===== config.mk =====
export PLATFORM = sky130hd
export DESIGN_NAME = agu_autoinc
export DESIGN_NICKNAME = d
export VERILOG_FILES = /design/src/rtl/agu_pkg.sv /design/src/rtl/agu_ea_path.sv /design/src/rtl/agu_upd_queue.sv /design/src/rtl/agu_hazard.sv /design/src/rtl/agu_autoinc.sv
export SDC_FILE = /design/constraint.sdc
export NUM_CORES = 1
export LEC_CHECK = 0
export ABC_CLOCK_PERIOD_IN_PS = 5000
export CORE_MARGIN = 2
export CORE_UTILIZATION = 25
export DETAILED_ROUTE_END_ITERATION = 12
export PLACE_DENSITY_LB_ADDON = 0.05
export SLEW_MARGIN = 15
export SYNTH_ARGS = -nofsm -noshare
export SYNTH_HDL_FRONTEND = slang
export SYNTH_SLANG_ARGS = --single-unit
export TNS_END_PERCENT = 10

===== constraint.sdc =====
create_clock -name clk -period 5 [get_ports clk]
set_clock_uncertainty 0.2 [all_clocks]
set_input_delay 1.25 -clock clk [delete_from_list [all_inputs] [get_ports clk]]
set_output_delay 1.25 -clock clk [all_outputs]
set_load 0.02 [all_outputs]

===== src/rtl/agu_pkg.sv =====
package agu_pkg;

  typedef enum logic [1:0] {
    MODE_PLAIN = 2'b00,
    MODE_PRE   = 2'b01,
    MODE_POST  = 2'b10,
    MODE_RSVD  = 2'b11
  } agu_mode_e;

  // Only the two increment modes carry a base update.
  function automatic logic mode_updates(input logic [1:0] m);
    return (m == MODE_PRE) || (m == MODE_POST);
  endfunction

endpackage


===== src/rtl/agu_ea_path.sv =====
module agu_ea_path
  import agu_pkg::*;
#(
  parameter int AW = 32,
  parameter int OW = 16
) (
  input  logic [AW-1:0] base_i,
  input  logic [OW-1:0] offset_i,
  input  logic [1:0]    mode_i,
  output logic [AW-1:0] ea_sum_o,
  output logic [AW-1:0] mem_addr_o,
  output logic          updates_o
);

  logic [AW-1:0] off_ext;

  generate
    if (AW > OW) begin : g_sext
      localparam int EXT_W = AW - OW;
      assign off_ext = {{EXT_W{offset_i[OW-1]}}, offset_i};
    end else begin : g_trunc
      assign off_ext = offset_i[AW-1:0];
    end
  endgenerate

  // The single adder: its sum is both the address and the new base.
  assign ea_sum_o = base_i + off_ext;

  always_comb begin
    if (mode_i == MODE_POST) mem_addr_o = base_i;
    else                     mem_addr_o = ea_sum_o;
  end

  assign updates_o = mode_updates(mode_i);

endmodule


===== src/rtl/agu_upd_queue.sv =====
module agu_upd_queue #(
  parameter int DEPTH = 2,
  parameter int AW    = 32,
  parameter int RW    = 5
) (
  input  logic          clk,
  input  logic          rst_n,
  input  logic          push_i,
  input  logic [RW-1:0] push_idx_i,
  input  logic [AW-1:0] push_val_i,
  input  logic          res_valid_i,
  input  logic          res_fault_i,
  input  logic          wb_grant_i,
  output logic          full_o,
  output logic          wb_valid_o,
  output logic [RW-1:0] wb_idx_o,
  output logic [AW-1:0] wb_val_o,
  output logic          ord_vld_o [DEPTH],
  output logic [RW-1:0] ord_idx_o [DEPTH],
  output logic [AW-1:0] ord_val_o [DEPTH]
);

  localparam int PTR_W = (DEPTH > 1) ? $clog2(DEPTH) : 1;
  localparam int CNT_W = $clog2(DEPTH + 1);

  function automatic logic [PTR_W-1:0] slot_of(input logic [PTR_W-1:0] h, input int k);
    int s;
    s = (int'(h) + k) % DEPTH;
    return PTR_W'(s);
  endfunction

  logic [AW-1:0]    val_q [DEPTH];
  logic [RW-1:0]    idx_q [DEPTH];
  logic [DEPTH-1:0] cmt_q, cmt_d;
  logic [PTR_W-1:0] head_q, head_d;
  logic [CNT_W-1:0] cnt_q, cnt_d;

  logic [CNT_W-1:0] ncmt_c, keep_c;
  logic             run_c, pop_c, commit_c, fault_c;
  logic [PTR_W-1:0] push_slot_c, commit_slot_c;

  // Next-state logic
  always_comb begin
    // Committed entries form a prefix of the queue, oldest first.
    ncmt_c = '0;
    run_c  = 1'b1;
    for (int k = 0; k < DEPTH; k++) begin
      if (run_c && (k < int'(cnt_q)) && cmt_q[slot_of(head_q, k)])
        ncmt_c = ncmt_c + CNT_W'(1);
      else
        run_c = 1'b0;
    end

    fault_c       = res_valid_i && res_fault_i;
    commit_c      = res_valid_i && !res_fault_i && (ncmt_c < cnt_q);
    pop_c         = (cnt_q != '0) && cmt_q[head_q] && wb_grant_i;
    keep_c        = fault_c ? ncmt_c : cnt_q;
    push_slot_c   = slot_of(head_q, int'(keep_c));
    commit_slot_c = slot_of(head_q, int'(ncmt_c));

    cmt_d = cmt_q;
    if (push_i)   cmt_d[push_slot_c]   = 1'b0;
    if (commit_c) cmt_d[commit_slot_c] = 1'b1;

    cnt_d  = keep_c + CNT_W'(push_i) - CNT_W'(pop_c);
    head_d = pop_c ? slot_of(head_q, 1) : head_q;
  end

  // Control registers
  always_ff @(posedge clk or negedge rst_n) begin
    if (!rst_n) begin
      head_q <= '0;
      cnt_q  <= '0;
      cmt_q  <= '0;
    end else begin
      head_q <= head_d;
      cnt_q  <= cnt_d;
      cmt_q  <= cmt_d;
    end
  end

  // Payload registers: loaded only on push, never reset
  always_ff @(posedge clk) begin
    if (push_i) begin
      val_q[push_slot_c] <= push_val_i;
      idx_q[push_slot_c] <= push_idx_i;
    end
  end

  assign full_o     = (cnt_q == CNT_W'(DEPTH));
  assign wb_valid_o = (cnt_q != '0) && cmt_q[head_q];
  assign wb_idx_o   = idx_q[head_q];
  assign wb_val_o   = val_q[head_q];

  // Entries in age order for the hazard lookup
  always_comb begin
    for (int k = 0; k < DEPTH; k++) begin
      ord_vld_o[k] = (k < int'(cnt_q));
      ord_idx_o[k] = idx_q[slot_of(head_q, k)];
      ord_val_o[k] = val_q[slot_of(head_q, k)];
    end
  end

  // nothing may be pushed into a full queue
  p_no_push_full_r8: assert property (@(posedge clk) disable iff (!rst_n)
    full_o |-> !push_i);

  // occupancy never exceeds the capacity
  p_cnt_bound_r8: assert property (@(posedge clk) disable iff (!rst_n)
    cnt_q <= CNT_W'(DEPTH));

  // a waiting writeback holds steady until granted
  p_wb_hold_r7: assert property (@(posedge clk) disable iff (!rst_n)
    (wb_valid_o && !wb_grant_i) |=> (wb_valid_o && $stable(wb_val_o) && $stable(wb_idx_o)));

  // after a fault with no push, only committed entries remain
  p_fault_drops_r6: assert property (@(posedge clk) disable iff (!rst_n)
    (res_valid_i && res_fault_i && !push_i) |=> (ncmt_c == cnt_q));

endmodule


===== src/rtl/agu_hazard.sv =====
module agu_hazard #(
  parameter int DEPTH = 2,
  parameter int AW    = 32,
  parameter int RW    = 5
) (
  input  logic          rd_en_i,
  input  logic [RW-1:0] rd_idx_i,
  input  logic          ord_vld_i [DEPTH],
  input  logic [RW-1:0] ord_idx_i [DEPTH],
  input  logic [AW-1:0] ord_val_i [DEPTH],
  output logic          hazard_o,
  output logic [AW-1:0] fwd_o
);

  logic hit_c;

  // Scan oldest to youngest; the last match is the youngest.
  always_comb begin
    hit_c = 1'b0;
    fwd_o = '0;
    for (int k = 0; k < DEPTH; k++) begin
      if (ord_vld_i[k] && (ord_idx_i[k] == rd_idx_i)) begin
        hit_c = 1'b1;
        fwd_o = ord_val_i[k];
      end
    end
    hazard_o = rd_en_i && hit_c;
  end

endmodule


===== src/rtl/agu_autoinc.sv =====
module agu_autoinc #(
  parameter int AW    = 32,
  parameter int OW    = 16,
  parameter int RW    = 5,
  parameter int DEPTH = 2
) (
  input  logic          clk,
  input  logic          rst_n,
  input  logic          req_valid,
  input  logic [1:0]    req_mode,
  input  logic [AW-1:0] req_base,
  input  logic [OW-1:0] req_offset,
  input  logic [RW-1:0] req_reg,
  output logic          req_ready,
  output logic          mem_valid,
  output logic [AW-1:0] mem_addr,
  input  logic          res_valid,
  input  logic          res_fault,
  input  logic          wb_grant,
  output logic          wb_valid,
  output logic [RW-1:0] wb_reg,
  output logic [AW-1:0] wb_data,
  input  logic          rd_en,
  input  logic [RW-1:0] rd_reg,
  output logic          rd_hazard,
  output logic [AW-1:0] rd_fwd
);

  // Reset asserts asynchronously and is released on the clock.
  logic rst_s1, rst_s2;
  always_ff @(posedge clk or negedge rst_n) begin
    if (!rst_n) begin
      rst_s1 <= 1'b0;
      rst_s2 <= 1'b0;
    end else begin
      rst_s1 <= 1'b1;
      rst_s2 <= rst_s1;
    end
  end

  logic [AW-1:0] ea_sum;
  logic          wants_upd, full, push;
  logic          ord_vld [DEPTH];
  logic [RW-1:0] ord_idx [DEPTH];
  logic [AW-1:0] ord_val [DEPTH];

  agu_ea_path #(.AW(AW), .OW(OW)) u_ea (
    .base_i     (req_base),
    .offset_i   (req_offset),
    .mode_i     (req_mode),
    .ea_sum_o   (ea_sum),
    .mem_addr_o (mem_addr),
    .updates_o  (wants_upd)
  );

  assign req_ready = !full;
  assign mem_valid = req_valid && req_ready;
  assign push      = mem_valid && wants_upd;

  agu_upd_queue #(.DEPTH(DEPTH), .AW(AW), .RW(RW)) u_q (
    .clk         (clk),
    .rst_n       (rst_s2),
    .push_i      (push),
    .push_idx_i  (req_reg),
    .push_val_i  (ea_sum),
    .res_valid_i (res_valid),
    .res_fault_i (res_fault),
    .wb_grant_i  (wb_grant),
    .full_o      (full),
    .wb_valid_o  (wb_valid),
    .wb_idx_o    (wb_reg),
    .wb_val_o    (wb_data),
    .ord_vld_o   (ord_vld),
    .ord_idx_o   (ord_idx),
    .ord_val_o   (ord_val)
  );

  agu_hazard #(.DEPTH(DEPTH), .AW(AW), .RW(RW)) u_hz (
    .rd_en_i   (rd_en),
    .rd_idx_i  (rd_reg),
    .ord_vld_i (ord_vld),
    .ord_idx_i (ord_idx),
    .ord_val_i (ord_val),
    .hazard_o  (rd_hazard),
    .fwd_o     (rd_fwd)
  );

  // a writeback appears only right after a committing resolution
  p_wb_after_commit_r5: assert property (@(posedge clk) disable iff (!rst_s2)
    $rose(wb_valid) |-> $past(res_valid && !res_fault));

endmodule


==> impl_metrics.py, run 1 <==
metrics = {
    "logic_synthesis": {
        "synth-compound-area-share": 0.238,
        "avgSynthCellArea_um2": 10.0,
        "synth_area_mm2": 0.00640,
        "synth_top_area_frac": 0.347,
        "async_flop_share": 0.0864,
        "synthAdderAreaFrac": 0.0735,
        "synth-simple-area-share": 0.111,
        "synth_cell_type_count": 67,
        "synth_warnings": 0,
        "ys.flop_type": "edfxtp_1",
        "syn_nets": 743,
        "muxShareOfSynthArea": 0.102,
        "synth_area_leaders": "edfxtp_1 (35%), mux2_2 (8.1%), ha_1 (7.0%), a21oi_1 (4.9%), a221oi_1 (4.5%)",
        "ys_seq_area_frac": 0.375,
        "synth_top_family_by_area": "compound AO/OA/AOI/OAI gates",
        "synthCells": 639,
        "synth_xor_area_frac": 0.0561,
        "synth_top_cell_by_area": "edfxtp_1",
        "ys_seq_elements": 81,
        "synth_edf_count": 74,
    },
    "global_route": {
        "gr-total-overflow": 0,
        "gr-usage-all-layers": 0.166,
        "grt_pass1_vias": 6390,
        "grt_max_degree": 101,
        "grt_pass1_wl_um": 34400,
        "antenna_found_initial": 0,
    },
    "timing": {
        "setup_violations": 4,
        "fin_crit_ns": 5.03,
        "slew-limit-headroom": 0.292,
        "slew_viol_final": 0,
        "rsz0062_at_grt": "true",
        "worstMarginPinSlew_ns": 1.06,
        "hold_ws_ns": 0.152,
        "hold_viol_final": 0,
        "fmax_mhz": 199,
        "timing.final.crit_share": 1.01,
        "timing.final.ws_setup_ns": -0.0250,
    },
    "layout": {
        "mostFrequentLayoutCells": "buf_4 (168), edfxtp_1 (74), clkdlybuf4s50_1 (69), nand2_1 (56), a21oi_1 (48)",
        "diodes": 0,
        "areaGrowthSynthToFinish_pct": 63.6,
        "nNetsFinal": 1068,
        "utilization": 0.416,
        "final_common_cell": "buf_4",
        "drive_gt1_frac": 0.407,
        "fin_cells": 1298,
    },
    "routing": {
        "dr.pass1.iters": 4,
        "routed_wl_um": 22800,
        "vias_per_cell": 4.91,
        "vias": 6369,
        "avgRoutedWirePerCell_um": 17.6,
        "drc": 0,
        "drt_iter0_drc": 259,
        "ant_nets": 0,
    },
    "clocking": {
        "cts_num_sinks": 81,
        "clockBufferDepth": 2,
        "cts_max_level": 3,
        "cts_tree": "yes",
        "clockRootBuffer": "clkbuf_16",
        "clk_pin_slew_worst_paths_ns": 0.06,
        "cts_buffers": 9,
        "clk-insertion-delay-late_ns": 0.33,
    },
    "run_status": {
        "violations": "negative setup slack",
        "status": "finished with violations",
    },
    "run": {
        "max_cap_violations": 0,
    },
    "floorplanning": {
        "die_w_um": 164,
        "dieArea_mm2": 0.0269,
        "start_util": 0.254,
        "io_pins": 172,
        "core_area_mm2": 0.0252,
        "die_height_um": 164,
        "rows": 58,
    },
    "pwr": {
        "ir_worst_vdd_mv": 0.359,
        "leakage_nw": 4.19,
        "power_density_mw_per_mm2": 416,
        "power_mw": 4.35,
    },
    "setup_path": {
        "arrival_ns": 3.58,
        "critPathRequiredTime_ns": 3.55,
        "startpoint_type": "input pin",
        "worst_setup_path_end_kind": "output port",
        "path_class": "in2out",
        "critPathMaxFanout": 3,
    },
    "placement": {
        "hpwl_um": 17000,
        "placedCellCount": 1254,
        "place.port_buffers": 171,
        "place_congestion": 0.833,
    },
    "min_path": {
        "holdCritPathClass": "reg2reg",
    },
}
==> area by class of cell <==
class	count	area, um^2
multi-input combinational	501	4350
clock inverter	6	60.1
sequential	81	2400
inverter	19	71.3
timing repair buffer	352	2950
tap	330	413
fill	2482	14700
clock buffer	9	225
==> synth_stat cells, types with 4 or more instances <==
cell type and instances:
nand2_1 57, nand4_1 9, o211ai_1 6, inv_1 18, o21bai_1 4, buf_1 4, a211oi_1 6, a21o_1 12
clkbuf_1 19, ha_1 36, and3_1 7, o21ai_1 14, a21oi_1 62, nor3_1 11, edfxtp_1 74, xor2_1 22
dfrtp_1 7, o31ai_1 4, mux2_2 46, and2_1 7, a22oi_1 32, nand3_1 6, o21ai_0 13, o21a_1 7
buf_2 6, xnor2_1 19, mux2i_1 8, a221oi_1 33, buf_6 7, nor2_1 26
==> routing by layer <==
metal / GRT usage / vias up / part of all wire
li1: - / 3139 / -
met1: 0.215 / 3079 / 0.46
met2: 0.291 / 128 / 0.49
met3: 0.0182 / 23 / 0.028
met4: 0.0463 / 0 / 0.017
met5: 0 / - / 0
==> what timing repair did <==
| item | CTS | global route |
|---|---|---|
| hold endpoints to repair | 5 | 0 |
| gates cloned | 1 | 0 |
| hold buffers | 1 | 0 |
| pin swaps | 49 | 21 |
| gates resized for setup | 263 | 109 |
| buffers inserted | 20 | 7 |
| setup endpoints to repair | 59 | 52 |
==> final timing paths <==
check / end / depth (start not counted) / from / slack (ns)
worst max-delay path: mem_addr[29] / 10 / req_base[19] / -0.03
worst min-delay path: rst_s2 / 0 / rst_s1 / 0.15
worst max register to register: u_q.val_q[0][0] / 8 / u_q.head_q / 1.06
worst min register to register: rst_s2 / 0 / rst_s1 / 0.15
max in group asynchronous: rst_s1 / 1 / rst_n / 3.61
min in group asynchronous: u_q.head_q / 1 / rst_s2 / 0.46
==> worst max-delay path: stages <==
cell	delay, ns
clkdlybuf4s50_1	0.47
ha_4	0.30
nand2_1	0.09
o21ai_2	0.17
a21oi_2	0.07
or4_1	0.54
a21oi_2	0.19
nor3_1	0.09
o31ai_1	0.21
buf_2	0.21
==> power by group <==
part	switching [mW]	total, mW	leakage [nW]	internal, mW
Sequential	0.110	1.08	0.758	0.965
Combinational	1.46	2.64	3.30	1.18
Clock	0.255	0.636	0.137	0.381
==> logic make-up (layout without fill, tap and decap cells) <==
family	count (synthesis)	count (layout)
AOI/OAI and AO/OA	221	221
and+or+nand+nor	143	143
other	1	1
adders and majority gates	37	37
buffers and inverters	57	386
xor gates and xnor gates	41	41
muxes	58	58
DFF	81	81
==> through the flow <==
stage | area, um^2 | setup WS, ns | setup TNS (ns)
after CTS | 10400 | -0.0950 | -0.152
after global placement | 9560 | -0.883 | -25.38
after global routing | 10500 | -0.135 | -0.628
after floorplan | 6400 | 0.0922 | 0
after detailed placement | 9560 | -0.916 | -25.24
final | 10500 | -0.0250 | -0.0651
==> sequential cells by signal (all words and copies together), names as in the netlist <==
name	count
u_q.cnt_q	2
rst_s2	1
u_q.idx_q	10
u_q.head_q	1
rst_s1	1
u_q.cmt_q	2
u_q.val_q	64
Note: power is estimated with default switching activity, not from simulation.
==> run 2: changes to the inputs <==
--- a/config.mk
+++ b/config.mk
@@ -5,13 +5,14 @@
 export SDC_FILE = /design/constraint.sdc
 export NUM_CORES = 1
 export LEC_CHECK = 0
-export ABC_CLOCK_PERIOD_IN_PS = 5000
+export ABC_CLOCK_PERIOD_IN_PS = 5800
 export CORE_MARGIN = 2
 export CORE_UTILIZATION = 25
 export DETAILED_ROUTE_END_ITERATION = 12
 export PLACE_DENSITY_LB_ADDON = 0.05
+export RECOVER_POWER = 25
 export SLEW_MARGIN = 15
 export SYNTH_ARGS = -nofsm -noshare
 export SYNTH_HDL_FRONTEND = slang
 export SYNTH_SLANG_ARGS = --single-unit
-export TNS_END_PERCENT = 10
+export TNS_END_PERCENT = 20
==> constraint.sdc (replaced) <==
create_clock -name clk -period 5.8 [get_ports clk]
set_clock_uncertainty 0.2 [all_clocks]
set_input_delay 1.45 -clock clk [delete_from_list [all_inputs] [get_ports clk]]
set_output_delay 1.45 -clock clk [all_outputs]
set_load 0.02 [all_outputs]
==> impl_metrics.py, run 2 (synthesized netlist as in run 1, its figures left out) <==
metrics = {
    "layout": {
        "largest_reg_flops": 64,
        "nNetsFinal": 1031,
        "fin_area_mm2": 0.00988,
        "drive_gt1_frac": 0.282,
        "final_common_cell": "buf_4",
        "fin_cells": 1263,
        "areaGrowthSynthToFinish_pct": 54.5,
        "mostFrequentLayoutCells": "buf_4 (139), clkdlybuf4s50_1 (135), edfxtp_1 (74), a21oi_1 (59), nand2_1 (57)",
        "regMostFlops": "u_q.val_q",
        "fillers": 2510,
        "reg_top3": "u_q.val_q (64), u_q.idx_q (10)",
    },
    "floorplanning": {
        "die_height_um": 164,
        "rows": 58,
        "die_w_um": 164,
        "io_pins": 172,
        "dieArea_mm2": 0.0269,
        "start_util": 0.254,
        "core_area_mm2": 0.0252,
    },
    "timing": {
        "fin_crit_ns": 5.75,
        "rsz0062_at_grt": "true",
        "fmax_mhz": 174,
        "worstMarginPinSlew_ns": 1.07,
        "slew_viol_final": 0,
        "slew-limit-headroom": 0.284,
        "hold_viol_final": 0,
        "setup_violations": 0,
        "timing.final.crit_share": 0.991,
    },
    "setup_path": {
        "critPathMaxFanout": 9,
        "startpoint_type": "input pin",
        "critPathRequiredTime_ns": 4.15,
        "worst_setup_path_end_kind": "output port",
        "path_class": "in2out",
        "arrival_ns": 4.10,
    },
    "clocking": {
        "cts_num_sinks": 81,
        "clockBufferDepth": 2,
        "cts_buffers": 9,
        "cts_max_level": 3,
        "clockRootBuffer": "clkbuf_16",
        "cts_tree": "yes",
        "clk-insertion-delay-late_ns": 0.32,
        "clk_pin_slew_worst_paths_ns": 0.06,
    },
    "routing": {
        "avgRoutedWirePerCell_um": 17.3,
        "ant_nets": 0,
        "routed_wl_um": 21900,
        "vias": 6153,
        "dr.pass1.iters": 4,
        "drt_iter0_drc": 373,
        "vias_per_cell": 4.87,
        "drc": 0,
    },
    "global_route": {
        "gr-total-overflow": 0,
        "antenna_found_initial": 1,
        "grt_pass1_wl_um": 33600,
        "gr-usage-all-layers": 0.160,
        "grt_pass1_vias": 6245,
        "grt_max_degree": 101,
    },
    "pwr": {
        "comb_power_share": 0.615,
        "p_sw_mw": 1.54,
        "p_sw_frac": 0.412,
        "ir_worst_vdd_mv": 0.368,
        "seq_power_share": 0.249,
        "pwr-share-clk": 0.136,
        "power_density_mw_per_mm2": 377,
        "p_int_mw": 2.19,
        "leakage_nw": 3.88,
    },
    "placement": {
        "hpwl_um": 16700,
        "placedCellCount": 1238,
        "placed_cell_area_mm2": 0.00942,
        "place.port_buffers": 171,
        "place_congestion": 0.857,
    },
    "run": {
        "max_cap_violations": 0,
    },
    "run_status": {
        "status": "finished clean",
    },
    "min_path": {
        "holdCritPathClass": "reg2reg",
    },
}
run 2: worst max-delay path, cell delays in order:
cell and delay (ns):
dlygate4sd2_1 0.26, buf_12 0.15, buf_6 0.14, buf_4 0.14, ha_1 0.28, buf_4 0.17
a21o_1 0.18, a221o_1 0.34, a21o_1 0.18, a41o_1 0.22, xor2_1 0.17, mux2_4 0.26
buf_4 0.16
run 2: area by class of cell:
class | count | area (um^2) | share of cell area
Clock inverter | 5 | 32.5 | 0.00329
Multi-Input combinational cell | 501 | 3930 | 0.398
Tap cell | 330 | 413 | 0.0418
Inverter | 19 | 71.3 | 0.00722
Timing Repair Buffer | 315 | 2800 | 0.283
Clock buffer | 11 | 233 | 0.0235
Sequential cell | 81 | 2400 | 0.243
Antenna cell | 1 | 2.50 | 0.000253
run 2: path summary, 6_finish.rpt:
| kind | start | endpoint | slack [ns] | cells past startpoint |
|---|---|---|---|---|
| min in group asynchronous | rst_s2 | u_q.cmt_q[1] | 0.45 | 1 |
| hold / removal | rst_s1 | rst_s2 | 0.15 | 0 |
| max in group asynchronous | rst_n | rst_s2 | 4.12 | 1 |
| hold reg to reg | rst_s1 | rst_s2 | 0.15 | 0 |
| setup reg to reg | u_q.head_q | u_q.val_q[0][12] | 1.69 | 7 |
| setup / recovery | req_offset[15] | mem_addr[30] | 0.05 | 13 |
run 2: metrics by stage:
| stage | utilization | TNS [ns] | setup WS, ns | power (mW) | hold slack (ns) |
|---|---|---|---|---|---|
| global route | 0.392 | -0.250 | -0.0837 | 3.96 | 0.156 |
| CTS | 0.390 | -0.144 | -0.0780 | 3.77 | 0.155 |
| detailed placement | 0.374 | -8.26 | -0.515 | 3.24 | -0.100 |
| global placement | 0.374 | -7.54 | -0.463 | 3.23 | -0.104 |
| finish | 0.392 | 0 | 0.0547 | 3.73 | 0.153 |
| floorplan | - | 0 | 0.492 | 2.19 | -0.146 |
run 2: timing repair:
item,4_1_cts,5_1_grt
buffers inserted,6,1
hold buffers,1,0
endpoints found under the hold margin,5,0
setup endpoints to repair,25,21
pin swaps,12,11
gates resized for setup,78,41
run 2: metal layers:
| metal | vias up | global-route usage | routed length [um] |
|---|---|---|---|
| met5 | - | 0 | 0 |
| li1 | 3059 | - | - |
| met1 | 2929 | 0.218 | 10300 |
| met4 | 0 | 0.0423 | 320 |
| met3 | 17 | 0.0141 | 864 |
| met2 | 148 | 0.273 | 10300 |
run 2: power by group through the flow:
stage	registers, mW	clock network [mW]	logic [mW]
4_1_cts	0.928	0.524	2.32
6_report	0.929	0.505	2.29
3_5_place_dp	0.940	0	2.30
2_1_floorplan	0.905	0	1.28
5_1_grt	0.946	0.549	2.47
3_3_place_gp	0.933	0	2.30
==> run 3: changes to the inputs <==
--- a/config.mk
+++ b/config.mk
@@ -5,9 +5,9 @@
 export SDC_FILE = /design/constraint.sdc
 export NUM_CORES = 1
 export LEC_CHECK = 0
-export ABC_CLOCK_PERIOD_IN_PS = 5800
-export CORE_MARGIN = 2
+export ABC_CLOCK_PERIOD_IN_PS = 6230
 export CORE_UTILIZATION = 25
+export CTS_CLUSTER_DIAMETER = 60
 export DETAILED_ROUTE_END_ITERATION = 12
 export PLACE_DENSITY_LB_ADDON = 0.05
 export RECOVER_POWER = 25
==> constraint.sdc (replaced) <==
create_clock -name clk -period 6.23 [get_ports clk]
set_clock_uncertainty 0.2 [all_clocks]
set_input_delay 1.5575 -clock clk [delete_from_list [all_inputs] [get_ports clk]]
set_output_delay 1.5575 -clock clk [all_outputs]
set_load 0.02 [all_outputs]
==> impl_metrics.py, run 3 (synthesized netlist as in run 1, its figures left out) <==
metrics = {
    "layout": {
        "fillers": 2526,
        "mostFrequentLayoutCells": "clkdlybuf4s50_1 (130), buf_4 (130), edfxtp_1 (74), a21oi_1 (61), nand2_1 (57)",
        "multiInputGateArea_mm2": 0.00380,
        "regArea_mm2": 0.00240,
        "areaGrowthSynthToFinish_pct": 53.2,
        "diodes": 0,
        "reg_top3": "u_q.val_q (64), u_q.idx_q (10)",
        "largest_reg_flops": 64,
        "regMostFlops": "u_q.val_q",
        "drive_gt1_frac": 0.248,
        "nNetsFinal": 1028,
    },
    "pwr": {
        "power_density_mw_per_mm2": 362,
        "seq_power_share": 0.248,
        "comb_power_share": 0.586,
        "p_sw_mw": 1.44,
        "power_mw": 3.55,
        "p_int_mw": 2.11,
        "leakage_nw": 3.88,
        "pwr-share-clk": 0.165,
        "ir_worst_vdd_mv": 0.171,
        "p_sw_frac": 0.406,
    },
    "setup_path": {
        "r2r_setup_slack_ns": 1.64,
        "arrival_ns": 4.55,
        "ff2ff_path_depth": 8,
        "critPathLaunch": "req_base[1]",
        "r2r_start": "u_q.head_q",
        "rr_endpoint": "u_q.val_q[1][2]",
        "worst_setup_path_end_kind": "output port",
        "critPathMaxFanout": 3,
        "path_class": "in2out",
        "startpoint_type": "input pin",
        "critPathRequiredTime_ns": 4.47,
    },
    "global_route": {
        "grt_max_degree": 83,
        "grt_pass1_wl_um": 33000,
        "grt_pass1_vias": 6123,
        "gr-usage-all-layers": 0.162,
        "gr-total-overflow": 0,
        "antenna_found_initial": 0,
    },
    "routing": {
        "drt_iter0_drc": 311,
        "dr.pass1.iters": 4,
        "drc": 0,
        "ant_nets": 0,
        "avgRoutedWirePerCell_um": 17.3,
        "vias": 6251,
        "vias_per_cell": 4.97,
        "routed_wl_um": 21700,
    },
    "placement": {
        "place.port_buffers": 171,
        "place_congestion": 0.820,
        "hpwl_um": 16800,
        "pre_cts_ws_ns": -0.355,
    },
    "timing": {
        "slew_viol_final": 0,
        "worstMarginPinSlew_ns": 1.11,
        "fmax_mhz": 159,
        "rsz0062_at_grt": "true",
        "setup_violations": 2,
        "slew-limit-headroom": 0.259,
        "timing.final.crit_share": 1.01,
        "fin_crit_ns": 6.31,
        "hold_viol_final": 0,
        "timing.final.ws_setup_ns": -0.0789,
    },
    "min_path": {
        "min_from": "rst_s1",
        "whs_endpoint": "rst_s2",
        "holdCritPathClass": "reg2reg",
        "hold_depth": 0,
    },
    "floorplanning": {
        "core_area_mm2": 0.0251,
        "rows": 58,
        "start_util": 0.255,
        "die_height_um": 162,
        "io_pins": 172,
        "die_w_um": 162,
        "dieArea_mm2": 0.0262,
    },
    "clocking": {
        "cts_buffers": 9,
        "clockBufferDepth": 2,
        "cts_max_level": 3,
        "clockRootBuffer": "clkbuf_16",
        "cts_num_sinks": 81,
        "cts_tree": "yes",
        "clk_pin_slew_worst_paths_ns": 0.06,
        "clk-insertion-delay-late_ns": 0.33,
    },
    "run": {
        "max_cap_violations": 0,
    },
    "run_status": {
        "status": "finished with violations",
        "violations": "negative setup slack",
    },
}
run 3: cell count changes in the layout (fill, tap and decap cells not counted), moves of 4 or more:
cell / delta
ha_1: +5
clkbuf_4: +5
clkdlybuf4s50_1: -5
buf_4: -9
dlygate4sd3_1: +11
buf_2: -4
run 3: cell type report:
| cell class | count | share of cell area |
|---|---|---|
| repair buffers | 312 | 0.285 |
| inverters | 19 | 0.00728 |
| clock buffers | 9 | 0.0230 |
| clock inverters | 7 | 0.0111 |
| well taps | 330 | 0.0421 |
| multi-input cells | 501 | 0.387 |
| flip-flops and latches | 81 | 0.245 |
run 3: worst max-delay path, stage by stage:
cell             delay, ns
clkdlybuf4s50_1       0.49
ha_1                  0.35
a211oi_1              0.28
o21ai_1               0.14
buf_4                 0.16
o21a_1                0.18
a21boi_1              0.19
o21ai_0               0.13
xor2_1                0.27
mux2_2                0.21
clkdlybuf4s50_1       0.60
run 3: layer usage:
layer  share of wire  global-route usage  vias to the layer above
li1                -                   -                     3068
met1            0.48               0.224                     3044
met2            0.47               0.271                      128
met3           0.041              0.0174                       11
met4          0.0082              0.0334                        0
met5               0                   0                        -
run 3: per-stage QoR:
stage	setup TNS [ns]	std cells	hold WS (ns)	util	cell area (um^2)
floorplan	0	639	-0.146	-	6400
global placement	-3.20	1238	-0.0952	0.374	9390
detailed placement	-3.80	1238	-0.0909	0.374	9390
CTS	-0.659	1257	0.172	0.389	9780
global route	-0.986	1259	0.175	0.390	9800
finish	-0.140	1259	0.164	0.390	9800
run 3: power groups by stage:
stage                     clock, mW  combinational [mW]  sequential, mW
after floorplan                   0                1.20           0.842
after global placement            0                2.12           0.887
after detailed placement          0                2.12           0.897
after CTS                     0.604                2.13           0.885
after global routing          0.626                2.23           0.899
final                         0.586                2.08           0.882
run 3: worst max-delay path by stage:
stage / slack [ns] / end / depth (start not counted)
after detailed placement: -0.36 / mem_addr[30] / 13
after floorplan: 0.71 / mem_addr[24] / 10
after global placement: -0.29 / mem_addr[20] / 13
final: -0.08 / mem_addr[11] / 11
after global routing: -0.21 / mem_addr[11] / 11
after CTS: -0.21 / mem_addr[31] / 13
run 3: timing repair:
item,4_1_cts,5_1_grt
buffers inserted,2,2
setup endpoints to repair,23,21
hold endpoints to repair,5,0
hold buffers,1,0
resized for setup,29,33
cloned,0,0
pin swaps,5,8
